### src/rtl/evdly_pkg.sv
package evdly_pkg;
  localparam int NUM_CH   = 3;
  localparam int CODE_W   = 4;
  localparam int DLY_W    = 8;
  localparam int REG_W    = 32;
  localparam int EN_BIT   = 0;
  localparam int UPD_BIT  = 1;
  localparam int KHZ_BIT  = 2;
  localparam int RST_BIT  = 7;
  localparam int CODE_LSB = 8;
  localparam int MASK_LSB = 16;

  typedef struct packed {
    logic [NUM_CH-1:0] mask;
    logic [CODE_W-1:0] code;
    logic              rst_pend;
    logic              khz_en;
    logic              upd_en;
    logic              en;
  } ctl_t;

  // Non-linear code scale: doubling up to 32, then steps of 16, capped at 144.
  function automatic logic [DLY_W-1:0] code_to_cycles(input logic [CODE_W-1:0] c);
    logic [DLY_W-1:0] r;
    case (c)
      4'd0:    r = 8'd0;
      4'd1:    r = 8'd1;
      4'd2:    r = 8'd2;
      4'd3:    r = 8'd4;
      4'd4:    r = 8'd8;
      4'd5:    r = 8'd16;
      4'd6:    r = 8'd32;
      4'd7:    r = 8'd48;
      4'd8:    r = 8'd64;
      4'd9:    r = 8'd80;
      4'd10:   r = 8'd96;
      4'd11:   r = 8'd112;
      4'd12:   r = 8'd128;
      default: r = 8'd144;
    endcase
    return r;
  endfunction
endpackage

### src/rtl/evdly_ctl_reg.sv
module evdly_ctl_reg
  import evdly_pkg::*;
(
  input  logic             clk,
  input  logic             rst_n,
  input  logic             wr,
  input  logic [REG_W-1:0] wdata,
  output ctl_t             ctl,
  output logic [REG_W-1:0] rdata
);
  ctl_t ctl_q;

  always_ff @(posedge clk or negedge rst_n) begin
    if (!rst_n) begin
      ctl_q <= '0;
    end else begin
      if (wr) begin
        ctl_q.en     <= wdata[EN_BIT];
        ctl_q.upd_en <= wdata[UPD_BIT];
        ctl_q.khz_en <= wdata[KHZ_BIT];
        ctl_q.code   <= wdata[CODE_LSB +: CODE_W];
        ctl_q.mask   <= wdata[MASK_LSB +: NUM_CH];
      end
      // pending request lives one cycle, re-armed only by a fresh write of 1
      ctl_q.rst_pend <= wr & wdata[RST_BIT];
    end
  end

  always_comb begin
    rdata                         = '0;
    rdata[EN_BIT]                 = ctl_q.en;
    rdata[UPD_BIT]                = ctl_q.upd_en;
    rdata[KHZ_BIT]                = ctl_q.khz_en;
    rdata[RST_BIT]                = ctl_q.rst_pend;
    rdata[CODE_LSB +: CODE_W]     = ctl_q.code;
    rdata[MASK_LSB +: NUM_CH]     = ctl_q.mask;
  end

  assign ctl = ctl_q;

  a_r9_pend_one_cycle: assert property (@(posedge clk) disable iff (!rst_n)
    (ctl_q.rst_pend && !(wr && wdata[RST_BIT])) |=> !rdata[RST_BIT]);
endmodule

### src/rtl/evdly_rtc_cnt.sv
module evdly_rtc_cnt #(
  parameter int CNT_W = 32
) (
  input  logic             clk,
  input  logic             rst_n,
  input  logic             en,
  input  logic             clr_req,
  output logic [CNT_W-1:0] count
);
  logic [CNT_W-1:0] count_q;

  always_ff @(posedge clk or negedge rst_n) begin
    if (!rst_n)       count_q <= '0;
    else if (clr_req) count_q <= '0;
    else if (en)      count_q <= count_q + 1'b1;
  end

  assign count = count_q;

  a_r9_clear_lands: assert property (@(posedge clk) disable iff (!rst_n)
    clr_req |=> (count == '0));
  a_r8_hold_when_off: assert property (@(posedge clk) disable iff (!rst_n)
    (!en && !clr_req) |=> $stable(count));
  a_r8_step_when_on: assert property (@(posedge clk) disable iff (!rst_n)
    (en && !clr_req) |=> (count == $past(count) + 1'b1));
endmodule

### src/rtl/evdly_chan.sv
module evdly_chan
  import evdly_pkg::*;
(
  input  logic              clk,
  input  logic              rst_n,
  input  logic              en,
  input  logic [DLY_W-1:0]  dly_cycles,
  input  logic              evt_in,
  output logic              evt_out
);
  logic [DLY_W-1:0] remain_q;
  logic             pass_hit;
  logic             due_hit;
  logic             load_evt;

  assign pass_hit = en & evt_in & (dly_cycles == '0);
  assign due_hit  = en & (remain_q == DLY_W'(1));
  assign load_evt = en & evt_in & (dly_cycles != '0);

  always_ff @(posedge clk or negedge rst_n) begin
    if (!rst_n)                remain_q <= '0;
    else if (load_evt)         remain_q <= dly_cycles;
    else if (en && remain_q != '0) remain_q <= remain_q - 1'b1;
  end

  assign evt_out = pass_hit | due_hit;

  a_r7_quiet_when_off: assert property (@(posedge clk) disable iff (!rst_n)
    !en |-> !evt_out);
  a_r4_pass_through: assert property (@(posedge clk) disable iff (!rst_n)
    (en && evt_in && dly_cycles == '0) |-> evt_out);
  a_r7_count_frozen: assert property (@(posedge clk) disable iff (!rst_n)
    !en |=> $stable(remain_q));
  a_r5_reload: assert property (@(posedge clk) disable iff (!rst_n)
    load_evt |=> (remain_q == $past(dly_cycles)));
endmodule

### src/rtl/evt_delay_combiner.sv
module evt_delay_combiner
  import evdly_pkg::*;
#(
  parameter int CNT_W = 32
) (
  input  logic              lf_clk,
  input  logic              rst_n,
  input  logic              ctl_wr,
  input  logic [31:0]       ctl_wdata,
  output logic [31:0]       ctl_rdata,
  input  logic [2:0]        chan_evt,
  output logic [2:0]        dly_evt,
  output logic              comb_evt,
  output logic [CNT_W-1:0]  rtc_count
);
  ctl_t              ctl;
  logic [DLY_W-1:0]  dly_cycles;
  logic [NUM_CH-1:0] masked_evt;

  evdly_ctl_reg u_ctl (
    .clk   (lf_clk),
    .rst_n (rst_n),
    .wr    (ctl_wr),
    .wdata (ctl_wdata),
    .ctl   (ctl),
    .rdata (ctl_rdata)
  );

  evdly_rtc_cnt #(.CNT_W(CNT_W)) u_cnt (
    .clk     (lf_clk),
    .rst_n   (rst_n),
    .en      (ctl.en),
    .clr_req (ctl.rst_pend),
    .count   (rtc_count)
  );

  assign dly_cycles = code_to_cycles(ctl.code);

  for (genvar i = 0; i < NUM_CH; i++) begin : g_chan
    evdly_chan u_chan (
      .clk        (lf_clk),
      .rst_n      (rst_n),
      .en         (ctl.en),
      .dly_cycles (dly_cycles),
      .evt_in     (chan_evt[i]),
      .evt_out    (dly_evt[i])
    );
  end

  assign masked_evt = dly_evt & ctl.mask;
  assign comb_evt   = |masked_evt;

  a_r6_zero_mask: assert property (@(posedge lf_clk) disable iff (!rst_n)
    (ctl_rdata[MASK_LSB +: NUM_CH] == '0) |-> !comb_evt);
  a_r6_comb_needs_source: assert property (@(posedge lf_clk) disable iff (!rst_n)
    comb_evt |-> (dly_evt != '0));
  a_r10_reserved_zero: assert property (@(posedge lf_clk) disable iff (!rst_n)
    (ctl_rdata & 32'hFFF8_F078) == 32'h0);
endmodule

### config.mk
export PLATFORM = sky130hd
export DESIGN_NAME = evt_delay_combiner
export DESIGN_NICKNAME = d
export VERILOG_FILES = /design/src/rtl/evdly_pkg.sv /design/src/rtl/evdly_ctl_reg.sv /design/src/rtl/evdly_rtc_cnt.sv /design/src/rtl/evdly_chan.sv /design/src/rtl/evt_delay_combiner.sv
export SDC_FILE = /design/constraint.sdc
export NUM_CORES = 1
export LEC_CHECK = 0
export ABC_AREA = 1
export BUFFER_PORTS_ARGS = -buffer_cell sky130_fd_sc_hd__buf_2
export CAP_MARGIN = 20
export CORE_UTILIZATION = 41
export CTS_CLUSTER_DIAMETER = 200
export DETAILED_ROUTE_END_ITERATION = 10
export PLACE_DENSITY = 0.73
export SLEW_MARGIN = 10
export SYNTH_ARGS = -nofsm -noshare
export SYNTH_HDL_FRONTEND = slang
export SYNTH_HIERARCHICAL = 1
export SYNTH_SLANG_ARGS = --single-unit
### constraint.sdc
create_clock -name lf_clk -period 3.9 [get_ports lf_clk]
set_input_delay 1.17 -clock lf_clk [delete_from_list [all_inputs] [get_ports lf_clk]]
set_output_delay 1.17 -clock lf_clk [all_outputs]
set_load 0.01 [all_outputs]
### Word-level counts from Yosys, hierarchy flattened

Memory sizes are Yosys's and may differ from the RTL's.
Index checks and enable logic that the tools add are counted.

| cells by class | value |
|---|---|
| add/sub/neg operators | 4 |
| equality and inequality tests | 3 |
| mux-type cells | 8 |
| bitwise gates (word level) | 17 |
| reductions and logical operators | 13 |

Operators with widths:

| kind | count |
|---|---|
| $mux W32 | 2 |
| $mux W8 | 6 |
| $add A32 B1 Y32 const B | 1 |
| $reduce_bool A8 Y1 | 4 |
| $eq A8 B1 Y1 const B | 3 |
| $sub A8 B1 Y8 const B | 3 |
| $and A1 B1 Y1 | 13 |
| $logic_not A8 Y1 | 1 |
| $reduce_bool A2 Y1 | 4 |
| $and A3 B3 Y3 | 1 |
| $logic_and A1 B1 Y1 | 3 |
| $or A1 B1 Y1 | 3 |
| $reduce_or A3 Y1 | 1 |

| storage, ports and cells | value |
|---|---|
| flip-flop bits (word level) | 67 |
| bits in read-only memories | 128 |
| input bits | 38 |
| output and inout port bits | 68 |
| logic and storage cells | 56 |
| memories kept | 1 |

Memory list:

| name | depth | width | rd ports | clocked after memory_dff | write ports | RTL line | source |
|---|---|---|---|---|---|---|---|
| (no name shown) | 16 | 8 | 1 | 0 | 0 | evdly_pkg.sv:25 | `case (c)` |

### Logic depth before layout (Yosys ltp)

Gate-level depths: netlist (run 1).
An unclocked memory read counts as a cell.

| depth | value |
|---|---|
| depth in word-level cells | 6 |
| gate-level depth with buffers | 11 |
| gate-level depth less buffers | 11 |

### By module

Netlist (run 1), hierarchy kept.

Modules (own cells, without submodules):

| module | instances | cells an instance | area an instance (µm²) |
|---|---|---|---|
| evdly_rtc_cnt | 1 | 273 | 1889.3 |
| evdly_chan | 3 | 94 | 626.9 |
| evdly_ctl_reg | 1 | 78 | 654.4 |
| evt_delay_combiner | 1 | 27 | 108.9 |

### Worst setup path before layout (run 1)

No wires, ideal clock.

| timing | value |
|---|---|
| path type | input to output |
| from | in chan_evt[1] |
| to | out comb_evt |
| data arrival time | 1756 ps |
| required time | 2730 ps |
| slack | 974 ps |
| stages on the path | 6 |
| cell sequence | nand2_1 > inv_1 > nand2_1 > o21ai_0 > nand2_1 > nand3_1 |

| between the ends | value |
|---|---|
| longest elaborated chain between the ends | 5 |

RTL lines:

| what | RTL line | source |
|---|---|---|
| start: declaration | evt_delay_combiner.sv:11 | `input logic [2:0] chan_evt,` |
| $and A1 B1 Y1 (2 in a row) | evdly_chan.sv:16 | `assign pass_hit = en & evt_in & (dly_cycles == '0);` |
| $or A1 B1 Y1 | evdly_chan.sv:26 | `assign evt_out = pass_hit \| due_hit;` |
| via dly_evt[1] | evt_delay_combiner.sv:12 | `output logic [2:0] dly_evt,` |
| $and A3 B3 Y3 | evt_delay_combiner.sv:50 | `assign masked_evt = dly_evt & ctl.mask;` |
| $reduce_or A3 Y1 | evt_delay_combiner.sv:51 | `assign comb_evt = \|masked_evt;` |
| end: declaration | evt_delay_combiner.sv:13 | `output logic comb_evt,` |

The timed path passes the listed nets, and every way through them passes these cells.

### Worst setup path in the final report (run 1)

| timing | value |
|---|---|
| from | reg u_ctl.ctl_q (netlist bit u_ctl/ctl[6]) |
| to | out comb_evt |

| between the ends | value |
|---|---|
| longest elaborated chain between the ends | 6 |

RTL lines:

| what | RTL line | source |
|---|---|---|
| start: declaration | evdly_ctl_reg.sv:11 | `ctl_t ctl_q;` |
| $mem_v2 Z16 W8 * | n/a |  |
| via dly_cycles[2] | evt_delay_combiner.sv:17 | `logic [DLY_W-1:0] dly_cycles;` |
| $logic_not A8 Y1 * | evdly_chan.sv:16 |  |
| $and A1 B1 Y1 | evdly_chan.sv:16 |  |
| $or A1 B1 Y1 | evdly_chan.sv:26 |  |
| $and A3 B3 Y3 * | evt_delay_combiner.sv:50 |  |
| $reduce_or A3 Y1 * | evt_delay_combiner.sv:51 |  |

Mark *: on every way through the listed nets, which the timed path passes. The rest lies on a longest branch.

==> results of run 1 <==
where the power goes:
part / switching, uW / internal [uW]
Combinational: 520 / 356
Sequential: 166 / 825
Clock: 256 / 326
worst paths after layout:
kind / startpoint / endpoint / slack, ns / cells after the start
max in group asynchronous: rst_n / u_ctl/ctl[4]$_DFFE_PN0P_ / 2.25 / 2
hold reg to reg: u_ctl/ctl[1]$_DFFE_PN0P_ / u_ctl/ctl[1]$_DFFE_PN0P_ / 0.48 / 2
setup reg to reg: u_ctl/ctl[6]$_DFFE_PN0P_ / g_chan[1].u_chan/remain_q[1]$_DFFE_PN0P_ / 1.77 / 9
min in group asynchronous: rst_n / u_cnt/count[12]$_DFFE_PN0P_ / 0.91 / 1
setup / recovery: u_ctl/ctl[6]$_DFFE_PN0P_ / comb_evt / 0.46 / 9
hold / removal: u_ctl/ctl[1]$_DFFE_PN0P_ / u_ctl/ctl[1]$_DFFE_PN0P_ / 0.48 / 2
cells by family (layout without fill, tap and decap cells):
group | Yosys count | after routing
AO/OA/AOI/OAI | 42 | 42
XOR/XNOR | 13 | 13
adder cells (fa/ha/maj) | 10 | 10
buffers and inverters | 93 | 132
flip-flops | 67 | 67
other | 1 | 21
AND/OR/NAND/NOR | 434 | 434
routing by layer:
layer	part of all wire	routed length (um)	up-vias
met1	0.46	4620	1851
met4	0.014	142	0
met2	0.46	4600	115
met3	0.060	602	14
li1	-	-	2136
met5	0	0	-
through the flow:
step / cell area [sq um] / total power (uW) / utilization
6_report: 4990 / 2450 / 0.463
5_1_grt: 4990 / 2690 / 0.463
4_1_cts: 4990 / 2480 / 0.463
3_5_place_dp: 4800 / 1880 / 0.445
3_3_place_gp: 4800 / 1870 / 0.445
2_1_floorplan: 4610 / 1730 / -
tightest hold or removal path, cell delays in order, from the launching register on:
cell and delay, ns:
dfrtp_1 0.35, nand2_1 0.05, nand2_1 0.04
cell type report:
type                       instances  area, sq um  share of cell area
clock inverter                     2         35.0             0.00701
sequential                        67         1680               0.336
timing repair buffer              66          338              0.0676
multi-input combinational        520         2420               0.484
tap                              140          175              0.0351
inverter                          51          191              0.0383
clock buffer                      13          159              0.0318
sequential cells by signal (all words and copies together), names as in the netlist:
| register | cells |
|---|---|
| g_chan.u_chan/remain_q | 24 |
| u_cnt/count | 32 |
| u_ctl/ctl | 11 |
placed cells by master, fill, tap and decap left out, drive strengths merged:
master	count
a21oi	19
a2bb2oi	1
buf	66
bufinv	1
clkbuf	13
clkinv	1
conb	21
dfrtp	67
ha	10
inv	51
nand2	223
nand3	81
nand3b	1
nand4	3
nor2	124
nor3	2
o21ai	22
xnor2	10
xor2	3
==> flow_metrics.py, run 1 <==
metrics = {
    "outcome": {
        "status": "completed",
    },
    "finish": {
        "n_fill_cell": 1097,
        "instances_no_fill": 859,
        "n_antenna_cell": 0,
        "syn_to_final_growth_pct": 10.2,
        "fin_nets": 763,
        "drive_gt1_frac": 0.163,
    },
    "placement": {
        "dp.cells": 844,
        "dp_hpwl_um": 7310,
        "numPortBuffers": 63,
        "place_congestion": 0.828,
        "pre_cts_ws_ns": 0.759,
    },
    "synth": {
        "yosysTopAreaCell": "dfrtp_1",
        "synthMuxAreaShare": 0,
        "netlist_area_sq_mm": 0.00453,
        "synth_top_family_by_area": "simple AND/OR/NAND/NOR gates",
        "ys_ff_latch": 67,
        "synth_compound_area_frac": 0.0497,
        "synthCells": 660,
        "synth-main-ff-cell": "dfrtp_1",
        "yosysMostFrequentCell": "nand2_1",
        "synthArstFlopShare": 1.00,
        "synth_common_cells": "nand2_1 (212), nor2_1 (104), nand3_1 (81)",
        "synth_simple_gate_area_frac": 0.414,
        "synthTopCellsByArea": "dfrtp_1 (37%), nand2_1 (18%), nand3_1 (8.9%)",
        "ys_seq_area_frac": 0.370,
        "yosysUniqueCellTypes": 25,
        "postSynthAreaPerCell_sq_um": 6.87,
        "synth_top_area_frac": 0.370,
        "synthAdderAreaFrac": 0.0276,
        "synth_xor_xnor_area_share": 0.0251,
        "yosys_warnings": 6,
        "synth_edf_count": 0,
    },
    "routing": {
        "drtPass1Iterations": 5,
        "drc": 0,
        "num_vias": 4116,
        "drtAntennaViolNets": 0,
        "dr.first_iter.drc_count": 232,
        "drt-total-wl_um": 9970,
        "viasPerCell": 4.79,
        "post_drt_wl_per_cell_um": 11.6,
    },
    "global_route": {
        "top_usage_layer": "met2",
        "grt_pass1_vias": 3689,
        "met3_usage": 0.0444,
        "grt_pass1_wl_um": 17100,
        "grt_max_degree": 37,
        "met2_usage": 0.310,
        "grt_usage": 0.189,
        "antenna_found_initial": 0,
        "met1_usage": 0.246,
        "grt-ovfl-total": 0,
    },
    "setup_path": {
        "worstSetupEndpointType": "primary output",
        "cp.required_ns": 2.73,
        "worstPathArrival_ns": 2.27,
        "crit_chain": "nor3_1 > nor2_1 > nand2_1 > nor2_1 > nand2_1 > o21ai_0 > nand2_1 > nand3_1 > buf_2",
        "critPathTopFamily": "simple AND/OR/NAND/NOR gates",
        "critPathMaxFanout": 8,
        "crit_path_top_delay_cell": "nor3_1",
        "cp.buffers_inverters": 1,
        "cpMostUsedCell": "nand2_1",
        "cp-start-kind": "flip-flop",
        "crit_type": "flip-flop to primary output",
        "max_stage_delay_ns": 0.61,
    },
    "sta": {
        "worstMarginPinSlew_ns": 0.895,
        "post-route-min-period_ns": 3.44,
        "postLayoutSetupSlackWorst_ns": 0.465,
        "fin_skew_ns": 0.00653,
        "whs_ns": 0.476,
        "finalHoldViolCount": 0,
        "max_freq_mhz": 291,
        "setup_violations": 0,
        "finalCritPeriodShare": 0.881,
        "tns_ns": 0,
        "slew_headroom": 0.403,
        "final_max_slew_viol_count": 0,
        "rsz0062_at_grt": "false",
    },
    "clocking": {
        "cts_hold_buf": 0,
        "clockBufferDepth": 2,
        "root_buffer": "clkbuf_8",
        "cts.repair.resized": 0,
        "cts_sinks": 67,
        "clk-insertion-delay-late_ns": 0.35,
        "cts_setup_buffers": 0,
        "clkSlewWorstSetupHoldPaths_ns": 0.07,
        "cts_buffers": 9,
        "tritoncts": "done",
        "htree_levels": 3,
    },
    "power": {
        "powerDensity_mw_per_mm2": 491,
        "max-vdd-ir-drop_uv": 411,
        "leakage_uw": 0.00261,
    },
    "run": {
        "drv_cap": 0,
    },
    "hold_path": {
        "holdCritPathClass": "flip-flop to flip-flop",
    },
    "floorplanning": {
        "core_sq_mm": 0.0108,
        "die_w_um": 107,
        "start_util": 0.420,
        "die_area_sq_mm": 0.0115,
        "ios": 106,
        "die_h_um": 107,
        "row_count": 38,
    },
}
No activity file was read; power rests on OpenSTA's default activity.
==> run 2, diff against run 1 <==
- CORE_UTILIZATION: 41 -> 50
- PLACE_DENSITY: 0.73 -> 0.84
- SLEW_MARGIN: 10 -> 20
==> flow_metrics.py, run 2 (same netlist as run 1, synthesis figures left out) <==
metrics = {
    "floorplanning": {
        "ios": 106,
        "die_h_um": 97.2,
        "die_area_sq_mm": 0.00945,
        "die_w_um": 97.2,
        "row_count": 34,
        "core_sq_mm": 0.00876,
        "start_util": 0.517,
    },
    "global_route": {
        "grt_pass1_wl_um": 17900,
        "grt_pass1_vias": 4065,
        "antenna_found_initial": 0,
        "met2_usage": 0.408,
        "grt-ovfl-total": 0,
        "grt_max_degree": 68,
        "met3_usage": 0.0417,
        "top_usage_layer": "met2",
        "grt_usage": 0.232,
        "met1_usage": 0.271,
    },
    "routing": {
        "drtPass1Iterations": 5,
        "num_vias": 4314,
        "drt-total-wl_um": 10700,
        "dr.first_iter.drc_count": 237,
        "drtAntennaViolNets": 0,
        "post_drt_wl_per_cell_um": 13.0,
        "drc": 0,
        "viasPerCell": 5.22,
    },
    "finish": {
        "syn_to_final_growth_pct": 9.88,
        "multi_input_comb_area_sq_mm": 0.00242,
        "seq_area_sq_mm": 0.00168,
        "n_antenna_cell": 0,
        "largest_reg_flops": 32,
        "fin_nets": 762,
        "n_fill_cell": 833,
        "mostFrequentLayoutCells": "nand2_1 (212), nor2_1 (104), nand3_1 (81)",
        "drive_gt1_frac": 0.164,
        "layout_commonest_cell": "nand2_1",
    },
    "setup_path": {
        "critPathMaxFanout": 6,
        "worstPathArrival_ns": 2.25,
        "r2r.worst_path.cells": 10,
        "worstSetupEndpointType": "primary output",
        "cp-start-kind": "flip-flop",
        "cp.required_ns": 2.73,
        "r2r-end": "g_chan[2].u_chan/remain_q[3]$_DFFE_PN0P_",
        "rrSetupSlack_ns": 1.76,
        "crit_type": "flip-flop to primary output",
        "rr_startpoint": "u_ctl/ctl[6]$_DFFE_PN0P_",
    },
    "sta": {
        "post-route-min-period_ns": 3.42,
        "finalCritPeriodShare": 0.877,
        "worstMarginPinSlew_ns": 0.922,
        "slew_headroom": 0.385,
        "fin_skew_ns": 0.0109,
        "tns_ns": 0,
        "whs_ns": 0.475,
        "finalHoldViolCount": 0,
        "max_freq_mhz": 292,
        "setup_violations": 0,
        "rsz0062_at_grt": "false",
        "final_max_slew_viol_count": 0,
    },
    "hold_path": {
        "holdCritPathClass": "flip-flop to flip-flop",
        "worstHoldStart": "u_ctl/ctl[1]$_DFFE_PN0P_",
        "whs_path_depth": 2,
        "hold_end": "u_ctl/ctl[1]$_DFFE_PN0P_",
    },
    "clocking": {
        "tritoncts": "done",
        "cts_setup_buffers": 0,
        "clk-insertion-delay-late_ns": 0.35,
        "cts_hold_buf": 0,
        "cts_buffers": 9,
        "htree_levels": 3,
        "cts.repair.resized": 0,
        "clkSlewWorstSetupHoldPaths_ns": 0.07,
        "clockBufferDepth": 2,
        "cts_sinks": 67,
        "root_buffer": "clkbuf_8",
    },
    "power": {
        "leakage_uw": 0.00262,
        "powerDensity_mw_per_mm2": 514,
        "max-vdd-ir-drop_uv": 323,
    },
    "placement": {
        "place_congestion": 0.875,
        "numPortBuffers": 63,
        "dp_hpwl_um": 7660,
    },
    "run": {
        "drv_cap": 0,
    },
    "outcome": {
        "status": "completed",
    },
}
[run 2: worst max path at each step]
stage,startpoint,to,depth (start not counted)
floorplan,chan_evt[1],comb_evt,6
global placement,chan_evt[2],comb_evt,8
detailed placement,chan_evt[2],comb_evt,8
CTS,u_ctl/ctl[7]$_DFFE_PN0P_,comb_evt,11
global route,u_ctl/ctl[7]$_DFFE_PN0P_,comb_evt,11
finish,u_ctl/ctl[7]$_DFFE_PN0P_,comb_evt,11
[run 2: final cells by class]
class                      instances  area share
tap                              108      0.0271
clock buffer                      12      0.0311
inverter                          51      0.0384
sequential                        67       0.337
timing repair buffer              65      0.0663
clock inverter                     4      0.0146
multi-input combinational        520       0.486
[run 2: critical path: stages, from the launching register on]
cell and delay (ns):
dfrtp_1 0.44, inv_1 0.15, nand2_2 0.08, nor2_1 0.48, nor2_1 0.11, nand2_1 0.11, nor2_1 0.07, nand2_1 0.06
o21ai_0 0.11, nand2_1 0.11, nand3_1 0.07, buf_2 0.14
[run 2: per-layer routing]
layer,part of all wire,vias up
met4,0.032,0
met3,0.061,33
met5,0,-
met2,0.50,174
met1,0.41,1973
li1,-,2134
[run 2: stage by stage]
step | area [sq um] | worst slack (ns) | cells | power [uW] | utilization
6_report | 4980 | 0.478 | 827 | 2560 | 0.568
5_1_grt | 4980 | 0.306 | 827 | 2760 | 0.568
4_1_cts | 4980 | 0.508 | 827 | 2570 | 0.568
3_5_place_dp | 4750 | 0.818 | 811 | 1910 | 0.542
3_3_place_gp | 4750 | 0.794 | 811 | 1850 | 0.542
2_1_floorplan | 4610 | 0.974 | 680 | 1730 | -
[run 2: report_power, final]
| group | switching, uW | internal, uW |
|---|---|---|
| logic | 549 | 358 |
| registers | 172 | 825 |
| clock network | 264 | 394 |
==> run 3, diff against run 2 <==
- clock period: 3.9 -> 3.2 ns (I/O delays scaled with it)
==> flow_metrics.py, run 3 (same netlist as run 1, synthesis figures left out) <==
metrics = {
    "outcome": {
        "status": "completed",
    },
    "finish": {
        "layout_commonest_cell": "nand2_1",
        "finish.utilization": 0.566,
        "largest_reg_flops": 32,
        "fin_nets": 765,
        "n_antenna_cell": 0,
        "design_area_sq_mm": 0.00496,
        "mostFrequentLayoutCells": "nand2_1 (211), nor2_1 (100), nand3_1 (81)",
        "syn_to_final_growth_pct": 9.49,
        "drive_gt1_frac": 0.176,
    },
    "setup_path": {
        "max_stage_delay_ns": 0.46,
        "critPathTopFamily": "simple AND/OR/NAND/NOR gates",
        "crit_path_top_delay_cell": "dfrtp_2",
        "cp-start-kind": "flip-flop",
        "crit_type": "flip-flop to primary output",
        "cp.buffers_inverters": 2,
        "worstPathArrival_ns": 2.06,
        "crit_chain": "nand2_1 > inv_2 > nand2_1 > nand2_2 > nor2_1 > nand2_1 > nor2_2 > nand2_1 > o21ai_0 > nand2_1 > nand3_1 > buf_2",
        "worstSetupEndpointType": "primary output",
        "cpMostUsedCell": "nand2_1",
        "critPathMaxFanout": 8,
        "cp.required_ns": 2.24,
    },
    "global_route": {
        "grt_max_degree": 32,
        "grt_pass1_wl_um": 18000,
        "grt_pass1_vias": 4097,
        "grt-ovfl-total": 0,
        "antenna_found_initial": 0,
        "grt_usage": 0.231,
    },
    "sta": {
        "max_freq_mhz": 331,
        "tns_ns": 0,
        "slew_headroom": 0.387,
        "fin_skew_ns": 0.00801,
        "finalCritPeriodShare": 0.943,
        "worstMarginPinSlew_ns": 0.919,
        "setup_violations": 0,
        "finalHoldViolCount": 0,
        "post-route-min-period_ns": 3.02,
        "final_max_slew_viol_count": 0,
        "rsz0062_at_grt": "false",
    },
    "placement": {
        "place_congestion": 0.905,
        "placed_area_sq_mm": 0.00478,
        "dp_hpwl_um": 7870,
        "numPortBuffers": 63,
    },
    "clocking": {
        "clkSlewWorstSetupHoldPaths_ns": 0.07,
        "cts_setup_buffers": 0,
        "root_buffer": "clkbuf_8",
        "cts.repair.resized": 0,
        "tritoncts": "done",
        "clk-insertion-delay-late_ns": 0.35,
        "clockBufferDepth": 2,
        "htree_levels": 3,
        "cts_hold_buf": 0,
        "cts_buffers": 9,
        "cts_sinks": 67,
    },
    "routing": {
        "viasPerCell": 5.20,
        "post_drt_wl_per_cell_um": 12.9,
        "dr.first_iter.drc_count": 248,
        "num_vias": 4315,
        "drc": 0,
        "drtPass1Iterations": 5,
        "drtAntennaViolNets": 0,
        "drt-total-wl_um": 10700,
    },
    "floorplanning": {
        "row_count": 34,
        "die_area_sq_mm": 0.00945,
        "die_h_um": 97.2,
        "core_sq_mm": 0.00876,
        "start_util": 0.517,
        "die_w_um": 97.2,
        "ios": 106,
    },
    "run": {
        "drv_cap": 0,
    },
    "power": {
        "max-vdd-ir-drop_uv": 447,
        "powerDensity_mw_per_mm2": 598,
        "leakage_uw": 0.00261,
    },
    "hold_path": {
        "holdCritPathClass": "flip-flop to flip-flop",
    },
}
-- run 3: path summary, 6_finish.rpt --
kind                                                                 end  depth (start not counted)  slack [ns]                      from
worst max-delay path                                            comb_evt                         12        0.18  u_ctl/ctl[6]$_DFFE_PN0P_
worst min-delay path                            u_ctl/ctl[2]$_DFFE_PN0P_                          2        0.49  u_ctl/ctl[2]$_DFFE_PN0P_
worst max register to register  g_chan[2].u_chan/remain_q[3]$_DFFE_PN0P_                         11        1.11  u_ctl/ctl[6]$_DFFE_PN0P_
worst min register to register                  u_ctl/ctl[2]$_DFFE_PN0P_                          2        0.49  u_ctl/ctl[2]$_DFFE_PN0P_
max in group asynchronous                       u_ctl/ctl[6]$_DFFE_PN0P_                          2        1.76                     rst_n
min in group asynchronous                     u_cnt/count[5]$_DFFE_PN0P_                          1        0.65                     rst_n
-- run 3: layout make-up --
type	instances	area, sq um
Inverter	51	191
Clock inverter	2	10.0
Sequential cell	67	1680
Fill cell	822	3800
Multi-Input combinational cell	520	2430
Tap cell	108	135
Timing Repair Buffer	68	353
Clock buffer	14	163
-- run 3: routing by layer --
layer | routed length, um | global-route usage | up-vias
met4 | 155 | 0.0724 | 0
met5 | 0 | 0 | -
met3 | 673 | 0.0496 | 17
li1 | - | - | 2138
met1 | 4320 | 0.272 | 2001
met2 | 5530 | 0.420 | 159
-- run 3: power by group --
group / total [uW] / leakage (uW) / switching [uW] / internal (uW)
logic: 1120 / 0.00164 / 675 / 442
clock network: 639 / 0.0000905 / 317 / 322
registers: 1210 / 0.000883 / 205 / 1010
-- run 3: stage by stage --
step / hold WS [ns] / power (uW) / instances / setup slack, ns
4_1_cts: 0.492 / 2980 / 830 / 0.0671
3_3_place_gp: 0.453 / 2270 / 814 / 0.539
2_1_floorplan: 0.443 / 2110 / 680 / 0.694
3_5_place_dp: 0.476 / 2330 / 814 / 0.465
6_report: 0.487 / 2970 / 830 / 0.181
5_1_grt: 0.513 / 3190 / 830 / 0.00704
-- run 3: worst min-delay path, cell delays in order (launching register included) --
cell and delay (ns):
dfrtp_1 0.35, nand2_1 0.05, nand2_1 0.05
